$ cat src/rtl/ea_pkg.sv
package ea_pkg;

  localparam logic [3:0] MD_IMM  = 4'd0;
  localparam logic [3:0] MD_DIR  = 4'd1;
  localparam logic [3:0] MD_IND  = 4'd2;
  localparam logic [3:0] MD_REG  = 4'd3;
  localparam logic [3:0] MD_RIND = 4'd4;
  localparam logic [3:0] MD_DISP = 4'd5;
  localparam logic [3:0] MD_REL  = 4'd6;
  localparam logic [3:0] MD_PRE  = 4'd7;
  localparam logic [3:0] MD_POST = 4'd8;
  localparam logic [3:0] MD_STK  = 4'd9;

  typedef enum logic [1:0] {BS_A, BS_REG, BS_SP} base_e;
  typedef enum logic [1:0] {OF_NONE, OF_REG, OF_PC} off_e;
  typedef enum logic [2:0] {K_IMM, K_REG, K_ILL, K_OPND, K_PTR} kind_e;
  typedef enum logic [1:0] {S_IDLE, S_PTR, S_OPND, S_FIN} wstate_e;

  typedef struct packed {
    base_e base;
    off_e  off;
    kind_e kind;
    logic  post_add;
    logic  chain;
  } ea_dec_t;

endpackage

$ cat src/rtl/ea_rst_sync.sv
module ea_rst_sync #(
  parameter int STAGES = 2
) (
  input  logic clk,
  input  logic rst_n,
  output logic rst_n_sync
);

  logic [STAGES-1:0] sync_q;

  always_ff @(posedge clk or negedge rst_n) begin
    if (!rst_n) sync_q <= '0;
    else        sync_q <= {sync_q[STAGES-2:0], 1'b1};
  end

  assign rst_n_sync = sync_q[STAGES-1];

endmodule

$ cat src/rtl/ea_decode.sv
module ea_decode
  import ea_pkg::*;
(
  input  logic [3:0] mode,
  output ea_dec_t    dec
);

  always_comb begin
    dec = '{base: BS_A, off: OF_NONE, kind: K_ILL, post_add: 1'b0, chain: 1'b0};
    unique case (mode)
      MD_IMM:  dec.kind = K_IMM;
      MD_DIR:  dec.kind = K_OPND;
      MD_IND:  begin dec.kind = K_PTR; dec.chain = 1'b1; end
      MD_REG:  dec.kind = K_REG;
      MD_RIND: begin dec.kind = K_OPND; dec.base = BS_REG; end
      MD_DISP: begin dec.kind = K_OPND; dec.off = OF_REG; end
      MD_REL:  begin dec.kind = K_OPND; dec.off = OF_PC; end
      MD_PRE:  begin dec.kind = K_PTR; dec.off = OF_REG; end
      MD_POST: begin dec.kind = K_PTR; dec.post_add = 1'b1; end
      MD_STK:  begin dec.kind = K_OPND; dec.base = BS_SP; end
      default: dec.kind = K_ILL;
    endcase
  end

endmodule

$ cat src/rtl/ea_agen.sv
module ea_agen
  import ea_pkg::*;
#(
  parameter int W = 16
) (
  input  base_e        base,
  input  off_e         off,
  input  logic [W-1:0] a_fld,
  input  logic [W-1:0] rval,
  input  logic [W-1:0] pc,
  input  logic [W-1:0] sp,
  output logic [W-1:0] start
);

  logic [W-1:0] base_v, off_v;

  always_comb begin
    unique case (base)
      BS_REG:  base_v = rval;
      BS_SP:   base_v = sp;
      default: base_v = a_fld;
    endcase
    unique case (off)
      OF_REG:  off_v = rval;
      OF_PC:   off_v = pc;
      default: off_v = '0;
    endcase
  end

  assign start = base_v + off_v;

endmodule

$ cat src/rtl/ea_walk.sv
module ea_walk
  import ea_pkg::*;
#(
  parameter int W     = 16,
  parameter int LVL_W = 2
) (
  input  logic             clk,
  input  logic             rst_n,
  input  logic             req_valid,
  input  kind_e            kind_i,
  input  logic             post_i,
  input  logic             chain_i,
  input  logic [W-1:0]     start_i,
  input  logic [W-1:0]     rval_i,
  input  logic [LVL_W-1:0] depth_i,
  input  logic             mem_valid,
  input  logic [W-1:0]     mem_rdata,
  output logic             busy,
  output logic             mem_req,
  output logic [W-1:0]     mem_addr,
  output logic             done,
  output logic             illegal,
  output logic [W-1:0]     ea,
  output logic [W-1:0]     opnd
);

  wstate_e          st_q, st_d;
  logic [W-1:0]     addr_q, addr_d, ea_q, ea_d, op_q, op_d, rv_q, rv_d;
  logic [LVL_W-1:0] lvl_q, lvl_d;
  logic             post_q, post_d, ill_q, ill_d;
  logic             accept, xfer, adv;

  assign accept = req_valid && (st_q == S_IDLE);
  assign xfer   = mem_req && mem_valid;
  assign adv    = accept || xfer || (st_q == S_FIN);

  always_comb begin
    st_d = st_q;  addr_d = addr_q; ea_d = ea_q; op_d = op_q;
    rv_d = rv_q;  lvl_d = lvl_q;   post_d = post_q; ill_d = ill_q;
    unique case (st_q)
      S_IDLE: if (accept) begin
        rv_d   = rval_i;
        post_d = post_i;
        ill_d  = 1'b0;
        lvl_d  = chain_i ? depth_i : '0;
        addr_d = start_i;
        unique case (kind_i)
          K_IMM:  begin ea_d = start_i; op_d = start_i; st_d = S_FIN; end
          K_REG:  begin ea_d = '0; op_d = rval_i; st_d = S_FIN; end
          K_OPND: begin ea_d = start_i; st_d = S_OPND; end
          K_PTR:  st_d = S_PTR;
          default: begin ea_d = '0; op_d = '0; ill_d = 1'b1; st_d = S_FIN; end
        endcase
      end
      S_PTR: if (xfer) begin
        if (lvl_q == '0) begin
          ea_d   = post_q ? (mem_rdata + rv_q) : mem_rdata;
          addr_d = ea_d;
          st_d   = S_OPND;
        end else begin
          addr_d = mem_rdata;
          lvl_d  = lvl_q - 1'b1;
        end
      end
      S_OPND: if (xfer) begin
        op_d = mem_rdata;
        st_d = S_FIN;
      end
      default: st_d = S_IDLE;
    endcase
  end

  always_ff @(posedge clk or negedge rst_n) begin
    if (!rst_n) begin
      st_q <= S_IDLE; addr_q <= '0; ea_q <= '0; op_q <= '0;
      rv_q <= '0; lvl_q <= '0; post_q <= 1'b0; ill_q <= 1'b0;
    end else if (adv) begin
      st_q <= st_d; addr_q <= addr_d; ea_q <= ea_d; op_q <= op_d;
      rv_q <= rv_d; lvl_q <= lvl_d; post_q <= post_d; ill_q <= ill_d;
    end
  end

  assign busy     = (st_q != S_IDLE);
  assign mem_req  = (st_q == S_PTR) || (st_q == S_OPND);
  assign mem_addr = addr_q;
  assign done     = (st_q == S_FIN);
  assign illegal  = done && ill_q;
  assign ea       = ea_q;
  assign opnd     = op_q;


  mem_hold_chk: assert property (@(posedge clk) disable iff (!rst_n)
    (mem_req && !mem_valid) |=> (mem_req && $stable(mem_addr)));


  no_mem_finish_chk: assert property (@(posedge clk) disable iff (!rst_n)
    (accept && (kind_i == K_IMM || kind_i == K_REG)) |=> (done && !mem_req));


  illegal_finish_chk: assert property (@(posedge clk) disable iff (!rst_n)
    (accept && kind_i == K_ILL) |=> (done && illegal && ea == '0 && opnd == '0));


  done_pulse_chk: assert property (@(posedge clk) disable iff (!rst_n)
    done |=> (!done && !busy));


  chain_stay_chk: assert property (@(posedge clk) disable iff (!rst_n)
    (st_q == S_PTR && xfer && lvl_q != '0) |=> (st_q == S_PTR && mem_addr == $past(mem_rdata)));

endmodule

$ cat src/rtl/ea_unit.sv
module ea_unit
  import ea_pkg::*;
#(
  parameter int W     = 16,
  parameter int RS_W  = 3,
  parameter int LVL_W = 2
) (
  input  logic             clk,
  input  logic             rst_n,
  input  logic             req_valid,
  input  logic [3:0]       req_mode,
  input  logic [W-1:0]     req_addr,
  input  logic [RS_W-1:0]  req_reg,
  input  logic [LVL_W-1:0] req_depth,
  output logic             busy,
  output logic [RS_W-1:0]  rf_addr,
  input  logic [W-1:0]     rf_data,
  input  logic [W-1:0]     pc,
  input  logic [W-1:0]     sp,
  output logic             mem_req,
  output logic [W-1:0]     mem_addr,
  input  logic             mem_valid,
  input  logic [W-1:0]     mem_rdata,
  output logic             done,
  output logic             illegal,
  output logic [W-1:0]     ea,
  output logic [W-1:0]     opnd
);

  logic         rst_n_s;
  ea_dec_t      dec;
  logic [W-1:0] start;

  assign rf_addr = req_reg;

  ea_rst_sync #(.STAGES(2)) i_rst_sync (
    .clk(clk), .rst_n(rst_n), .rst_n_sync(rst_n_s)
  );

  ea_decode i_decode (.mode(req_mode), .dec(dec));

  ea_agen #(.W(W)) i_agen (
    .base(dec.base), .off(dec.off), .a_fld(req_addr), .rval(rf_data),
    .pc(pc), .sp(sp), .start(start)
  );

  ea_walk #(.W(W), .LVL_W(LVL_W)) i_walk (
    .clk(clk), .rst_n(rst_n_s), .req_valid(req_valid),
    .kind_i(dec.kind), .post_i(dec.post_add), .chain_i(dec.chain),
    .start_i(start), .rval_i(rf_data), .depth_i(req_depth),
    .mem_valid(mem_valid), .mem_rdata(mem_rdata),
    .busy(busy), .mem_req(mem_req), .mem_addr(mem_addr),
    .done(done), .illegal(illegal), .ea(ea), .opnd(opnd)
  );

endmodule

$ cat config.mk
export PLATFORM = sky130hd
export DESIGN_NAME = ea_unit
export DESIGN_NICKNAME = d
export VERILOG_FILES = /design/src/rtl/ea_pkg.sv /design/src/rtl/ea_rst_sync.sv /design/src/rtl/ea_decode.sv /design/src/rtl/ea_agen.sv /design/src/rtl/ea_walk.sv /design/src/rtl/ea_unit.sv
export SDC_FILE = /design/constraint.sdc
export NUM_CORES = 1
export LEC_CHECK = 0
export CAP_MARGIN = 5
export CORE_UTILIZATION = 56
export CTS_BUF_LIST = sky130_fd_sc_hd__clkbuf_4
export CTS_CLUSTER_DIAMETER = 100
export DETAILED_ROUTE_END_ITERATION = 10
export PLACE_DENSITY_LB_ADDON = 0.08
export SETUP_SLACK_MARGIN = 0.5
export SYNTH_ARGS = -nofsm -noshare
export SYNTH_HDL_FRONTEND = slang
export SYNTH_SLANG_ARGS = --single-unit
$ cat constraint.sdc
create_clock -name clk -period 4.4 [get_ports clk]
set_input_delay 0.88 -clock clk [delete_from_list [all_inputs] [get_ports clk]]
set_output_delay 0.88 -clock clk [all_outputs]
set_load 0.02 [all_outputs]
== Word-level counts from Yosys, hierarchy flattened ==
Index checks and enable logic that the tools add are counted.
Operators by class
  reductions and logical operators: 25
  muxes and demuxes: 33
  add/subtract/negate cells: 3
  eq/ne operators: 26
Operators by type and width (count)
  16-bit case mux with 2 select lines: 6
  16-bit 2-to-1 mux: 9
  16-bit case mux with 3 select lines: 1
  16-bit adder: 2
  4-bit by 3-bit equality test with 1-bit output, second input constant: 4
  2-bit 2-to-1 mux: 8
  2-bit case mux with 2 select lines: 4
  5-bit AND reduction: 3
  3-bit case mux with 4 select lines: 1
  2-bit equality test, second input constant: 4
  4-bit by 2-bit equality test with 1-bit output, second input constant: 2
  4-bit equality test, second input constant: 2
  2-bit by 1-bit inequality test with 1-bit output, second input constant: 4
  2-bit by 1-bit equality test with 1-bit output, second input constant: 3
  2-bit inequality test, second input constant: 3
  2-bit case mux with 3 select lines: 1
  6-bit AND reduction: 1
  2-bit nonzero test: 3
  2-bit OR reduction: 3
  5-bit OR reduction: 1
  4-bit by 1-bit equality test with 1-bit output, second input constant: 1
  2-bit zero test: 2
  4-bit zero test: 1
  4-bit AND reduction: 1
  other kinds (11): 17
Word-level totals
  output and inout bits: 55
  input bits: 93
  bits in registers: 72
  logic and storage cells: 96

== Longest topological paths before layout ==
  word-level depth: 9
  depth in mapped cells: 18
  depth with buffers taken out: 16

== Modules after synthesis ==
Synthesis repeated with hierarchy kept, for this count alone.
Second synthesis, totals
  cell total of the unflattened synthesis: 760
  area, all modules: 6172.2 um^2
Modules (own cells, without submodules)
  ea_walk: area an instance 4560.6 um^2, sequential area each 1751.7 um^2, cells an instance 518, times used 1
  ea_agen: area an instance 1375.1 um^2, sequential area each 0.0 um^2, cells an instance 217, times used 1
  ea_decode: area an instance 160.2 um^2, sequential area each 0.0 um^2, cells an instance 19, times used 1
  ea_rst_sync: area an instance 53.8 um^2, sequential area each 50.0 um^2, cells an instance 3, times used 1
  ea_unit: area an instance 22.5 um^2, sequential area each 0.0 um^2, cells an instance 3, times used 1

== Least setup slack after synthesis ==
OpenSTA, ideal clock, no wires.
  path type: input port to flip-flop
  from: in req_mode[0]
  to: reg i_walk.addr_q[12], in the netlist i_walk.mem_addr[12]
  arrival: 4159 ps
  stages: 18
  setup slack: 138 ps
  path buffers: 3
  data required time: 4296 ps
  cell sequence: clkbuf_2 -> or3_1 -> inv_1 -> ha_1 -> clkbuf_1 -> clkbuf_1 -> a22oi_1 -> o21ai_0 -> ha_1 -> inv_1 -> fa_1 -> nor2b_1 -> o31a_1 -> o32ai_1 -> o21ai_0 -> xor2_1 -> o21ai_0 -> a221oi_1
Between the ends
  cells in the longest elaborated chain, start to end: 8
  elaborated cells between the ends (all ways): 17
Ends and longest elaborated chain
  from (decl): RTL line ea_unit.sv:11  | input logic [3:0] req_mode,
  4-bit by 3-bit equality test with 1-bit output: RTL line ea_decode.sv:10  | unique case (mode)
  2-bit OR reduction (no line)
  2-bit case mux with 2 select lines: RTL line ea_decode.sv:10
  2-bit equality test / 2-bit by 1-bit equality test with 1-bit output (equally long branches): RTL line ea_agen.sv:23  | unique case (off)
  16-bit case mux with 2 select lines: RTL line ea_agen.sv:23
  16-bit adder (*): RTL line ea_agen.sv:30  | assign start = base_v + off_v;
  16-bit 2-to-1 mux (*): RTL line ea_walk.sv:41  | S_IDLE: if (accept) begin
  16-bit case mux with 2 select lines (*): RTL line ea_walk.sv:40  | unique case (st_q)
  to (signal assigned): RTL line ea_walk.sv:75  | st_q <= S_IDLE; addr_q <= '0; ea_q <= '0; op_q <= '0;
  to (signal assigned): RTL line ea_walk.sv:78  | st_q <= st_d; addr_q <= addr_d; ea_q <= ea_d; op_q <= op_d;
  to (decl): RTL line ea_walk.sv:28  | logic [W-1:0] addr_q, addr_d, ea_q, ea_d, op_q, op_d, rv_q, rv_d;
Mark *: on every way between the ends. The rest lies on a longest branch, timed or not. The select of a mux whose other input is x is not followed.
A chain may end at the register's enable or synchronous reset.

== Worst setup path after layout ==
  from: in req_mode[3]
  to: reg i_walk.addr_q[12], in the netlist i_walk.mem_addr[12]
Same word-level chain as after synthesis.

==> run_results.csv <==
group,metric,value,unit
worst_setup_path,end_kind,"flip-flop",
cells_and_area,multiInputGateArea,4165,um2
synthesis,ys_types,63,
routing,vias,6886,
placed_design,place_area,7889,um2
cells_and_area,regArea,1803,um2
placed_design,hpwl,16.08,mm
sta,finalSetupTns,0,ns
synthesis,async_reset_ff_frac,1.000,
synthesis,synthCells,752,
placed_design,portBuffers,141,
sta,period_needed,3.716,ns
die,ioPinCount,148,
routing,routedWlPerCell,20.65,um
worst_setup_path,crit_top_cell,"o21ai_1",
die,die_area,11300,um2
synthesis,synthFlopType,"dfrtp_1",
worst_setup_path,crit_family,"compound AO/OA/AOI/OAI gates",
cells_and_area,final_layout_size_suffix_gt1_frac,0.1737,
sta,fin_crit_sh,0.8446,
sta,finalClockSkew,0.02587,ns
grt,grt_pass1_vias,6681,
sta,grt_setup_unrepaired,"false",
synthesis,yosys.area.top_type,"dfrtp_1",
synthesis,synth_top_area_frac,0.2959,
worst_setup_path,crit_type,"in2reg",
clocking,clockBufferDepth,2,
routing,dr.first_iter.drc_count,683,
die,start_util,0.5846,
die,core,10420,um2
worst_setup_path,start_kind,"input pin",
pwr,ir_drop,0.3886,mV
worst_setup_path,cp_cell_sequence,"dlymetal6s2s_1 > nand2b_4 > or3_4 > inv_2 > ha_4 > a22oi_1 > o21ai_1 > inv_1 > fa_2 > nor2b_2 > o31a_1 > o32ai_4 > o21ai_2 > xor2_2 > o21ai_1 > a221oi_1",
pwr,p_sw,0.002299,W
placed_design,gp_congestion,0.9527,
cells_and_area,fill_cells,645,
synthesis,syn_avg_cell_area,8.098,um2
pwr,clockPowerShare,0.089,
sta,fmax,269.1,MHz
synthesis,synth-edff-count,0,
grt,grt_pass1_wl,33.67,mm
clocking,cts_tree,"yes",
synthesis,synth_warnings,0,
die,die_w,106.3,um
worst_setup_path,cp.required,4.74,ns
clocking,clock_latency,0.45,ns
cells_and_area,diodes,0,
routing,ant_nets,0,
pwr,p_int,0.002465,W
pwr,p_leak,3.517,nW
sta,setup_violations,0,
worst_setup_path,arrival,4.06,ns
clocking,cts_max_level,3,
die,rows,37,
grt,grtUsageTotal,0.3836,
cells_and_area,final_cell_count_no_fill,1057,
synthesis,syn_area,6090,um2
pwr,power,0.004764,W
sta,drv_slew,0,
status,status,"completed",
synthesis,synth-seq-area-share,0.2959,
routing,drt-total-wl,21.82,mm
grt,overflow,0,
sta,slew_headroom,0.3342,
cells_and_area,area_delta_synth_final,37.11,%
cells_and_area,fin_util,0.8016,
synthesis,syn-num-nets,887,
clocking,clk_pin_slew,0.14,ns
clocking,postCtsHoldBufs,0,
pwr,p_comb_frac,0.662,
synthesis,synthTopCellsByArea,"dfrtp_1, ha_1, o21ai_0, a22oi_1, a21oi_1",
run,maxCapViolations,0,
worst_setup_path,critPathMaxStageDelay,0.41,ns
pwr,seqPwrFrac,0.248,
routing,viasPerCell,6.515,
pwr,p_per_area,570.6,nW/um2
grt,antenna_found_initial,0,
worst_setup_path,critPathSlowestCell,"or3_4",
routing,first_pass_iters,6,
sta,tightest_slew,0.9950,ns
cells_and_area,design_area,8349,um2
worst_setup_path,crit_fanout,5,
pwr,switching_share,0.4825,
hold_path,hold_class,"reg2reg",
clocking,numCtsBuffers,9,
sta,hold_violations,0,
routing,remaining_drc_errors,0,
cells_and_area,fin_nets,1051,
die,die_h,106.3,um
synthesis,ys_ff_latch,72,
grt,grt_max_degree,71,
clocking,clockRootBuffer,"clkbuf_4",
worst_setup_path,path_buf_inv,3,
clocking,cts_sinks,72,
placed_design,place_inst,1030,
-- state kept, by name, summed over array words and instances (netlist names), 2 cells and up --
signal and flops:
i_walk.mem_addr 16, i_rst_sync.sync_q 2, i_walk.rv_q 16, i_walk.st_q 2, i_walk.opnd 16, i_walk.ea 16
i_walk.lvl_q 2
-- cell usage in the layout, fill, tap and decap left out, types with 7 or more instances in the layout --
cell and instances:
o21ai_0 60, buf_4 57, clkbuf_4 10, inv_1 27
nor2_1 66, nand3_1 18, mux2i_1 9, nand2_1 76
dfrtp_1 71, o21ai_1 13, nor3_1 10, xnor2_1 12
a21oi_1 56, ha_1 32, and3_1 7, o21a_1 16
a211oi_1 7, nand2b_1 7, clkdlybuf4s50_1 137, a221oi_1 12
a21o_1 9, mux2_2 20, a22oi_1 36
-- repair_timing --
item	4_1_cts	5_1_grt
endpoints found under the setup margin	31	34
endpoints found under the hold margin	0	0
setup buffers	8	3
pin swaps	19	15
resized for setup	41	25
-- worst reg2reg max path, stage by stage, from the launching register on --
cell and delay (ns):
dfrtp_1 0.44, inv_1 0.15, ha_1 0.59, inv_1 0.38
o22ai_1 0.29, nand2_1 0.60, a21oi_1 0.36, a21oi_1 0.08
a21oi_1 0.17
-- path summary, 6_finish.rpt --
kind | startpoint | to | slack, ns | depth (start not counted)
worst min-delay path | i_rst_sync.sync_q[0]$_DFF_PN0_ | i_rst_sync.sync_q[1]$_DFF_PN0_ | 0.37 | 0
worst min register to register | i_rst_sync.sync_q[0]$_DFF_PN0_ | i_rst_sync.sync_q[1]$_DFF_PN0_ | 0.37 | 0
worst max register to register | i_walk.st_q[0]$_DFFE_PN0P_ | i_walk.opnd[14]$_DFFE_PN0P_ | 1.27 | 8
worst max-delay path | req_mode[3] | i_walk.mem_addr[12]$_DFFE_PN0P_ | 0.68 | 16
min in group asynchronous | i_rst_sync.sync_q[1]$_DFF_PN0_ | i_walk.lvl_q[1]$_DFFE_PN0P_ | 0.49 | 1
max in group asynchronous | i_rst_sync.sync_q[1]$_DFF_PN0_ | i_walk.rv_q[15]$_DFFE_PN0P_ | 3.31 | 1
-- final cells by class --
| class | instances | share of cell area |
|---|---|---|
| clock inverter | 6 | 0.007343 |
| timing repair buffer | 206 | 0.2345 |
| multi-input combinational | 596 | 0.4989 |
| tap | 136 | 0.02038 |
| clock buffer | 10 | 0.008991 |
| inverter | 31 | 0.01394 |
| sequential | 72 | 0.2159 |
-- power by group through the flow --
stage	clock network (W)	logic, W	registers (W)
final	0.000425	0.00316	0.00118
after global routing	0.000449	0.00339	0.00121
after CTS	0.000421	0.00308	0.00117
after global placement	0	0.00294	0.00117
after detailed placement	0	0.00303	0.00119
after floorplan	0	0.00179	0.00138
-- cell families (layout without fill, tap and decap cells) --
kind of cell,after synthesis,in the layout,share of synthesized area
flops,72,72,0.2959
mux,29,29,0.05178
fa+ha+maj,42,42,0.08876
simple gates,227,227,0.1722
xor+xnor,22,22,0.03164
buf+inv,84,253,0.06410
other cells,1,1,0.0006158
compound gates,275,275,0.2951
-- cell usage after synthesis (14+ instances only) --
| master | instances |
|---|---|
| a221oi_1 | 14 |
| inv_1 | 30 |
| a21oi_1 | 59 |
| nor2_1 | 68 |
| o21a_1 | 16 |
| clkbuf_1 | 37 |
| nand3_1 | 20 |
| dfrtp_1 | 72 |
| nand2_1 | 76 |
| ha_1 | 40 |
| mux2_2 | 20 |
| o21ai_0 | 75 |
| a22oi_1 | 41 |
| xnor2_1 | 14 |
-- layer usage --
layer	routed length [um]	part of all wire	vias to the layer above	GRT usage
li1	-	-	3069	-
met1	8400	0.38	3232	0.4941
met2	10290	0.47	496	0.6336
met3	2276	0.10	89	0.06315
met4	858	0.039	0	0.1677
met5	0	0	-	0
-- stage by stage --
| stage | hold WS [ns] | worst slack, ns |
|---|---|---|
| 6_report | 0.3654 | 0.6836 |
| 2_1_floorplan | 0.3312 | 0.4445 |
| 3_3_place_gp | 0.3414 | -0.2838 |
| 4_1_cts | 0.3666 | 0.5082 |
| 3_5_place_dp | 0.3370 | -0.4085 |
| 5_1_grt | 0.3794 | 0.5480 |
Note: power is estimated with default switching activity, not from simulation.
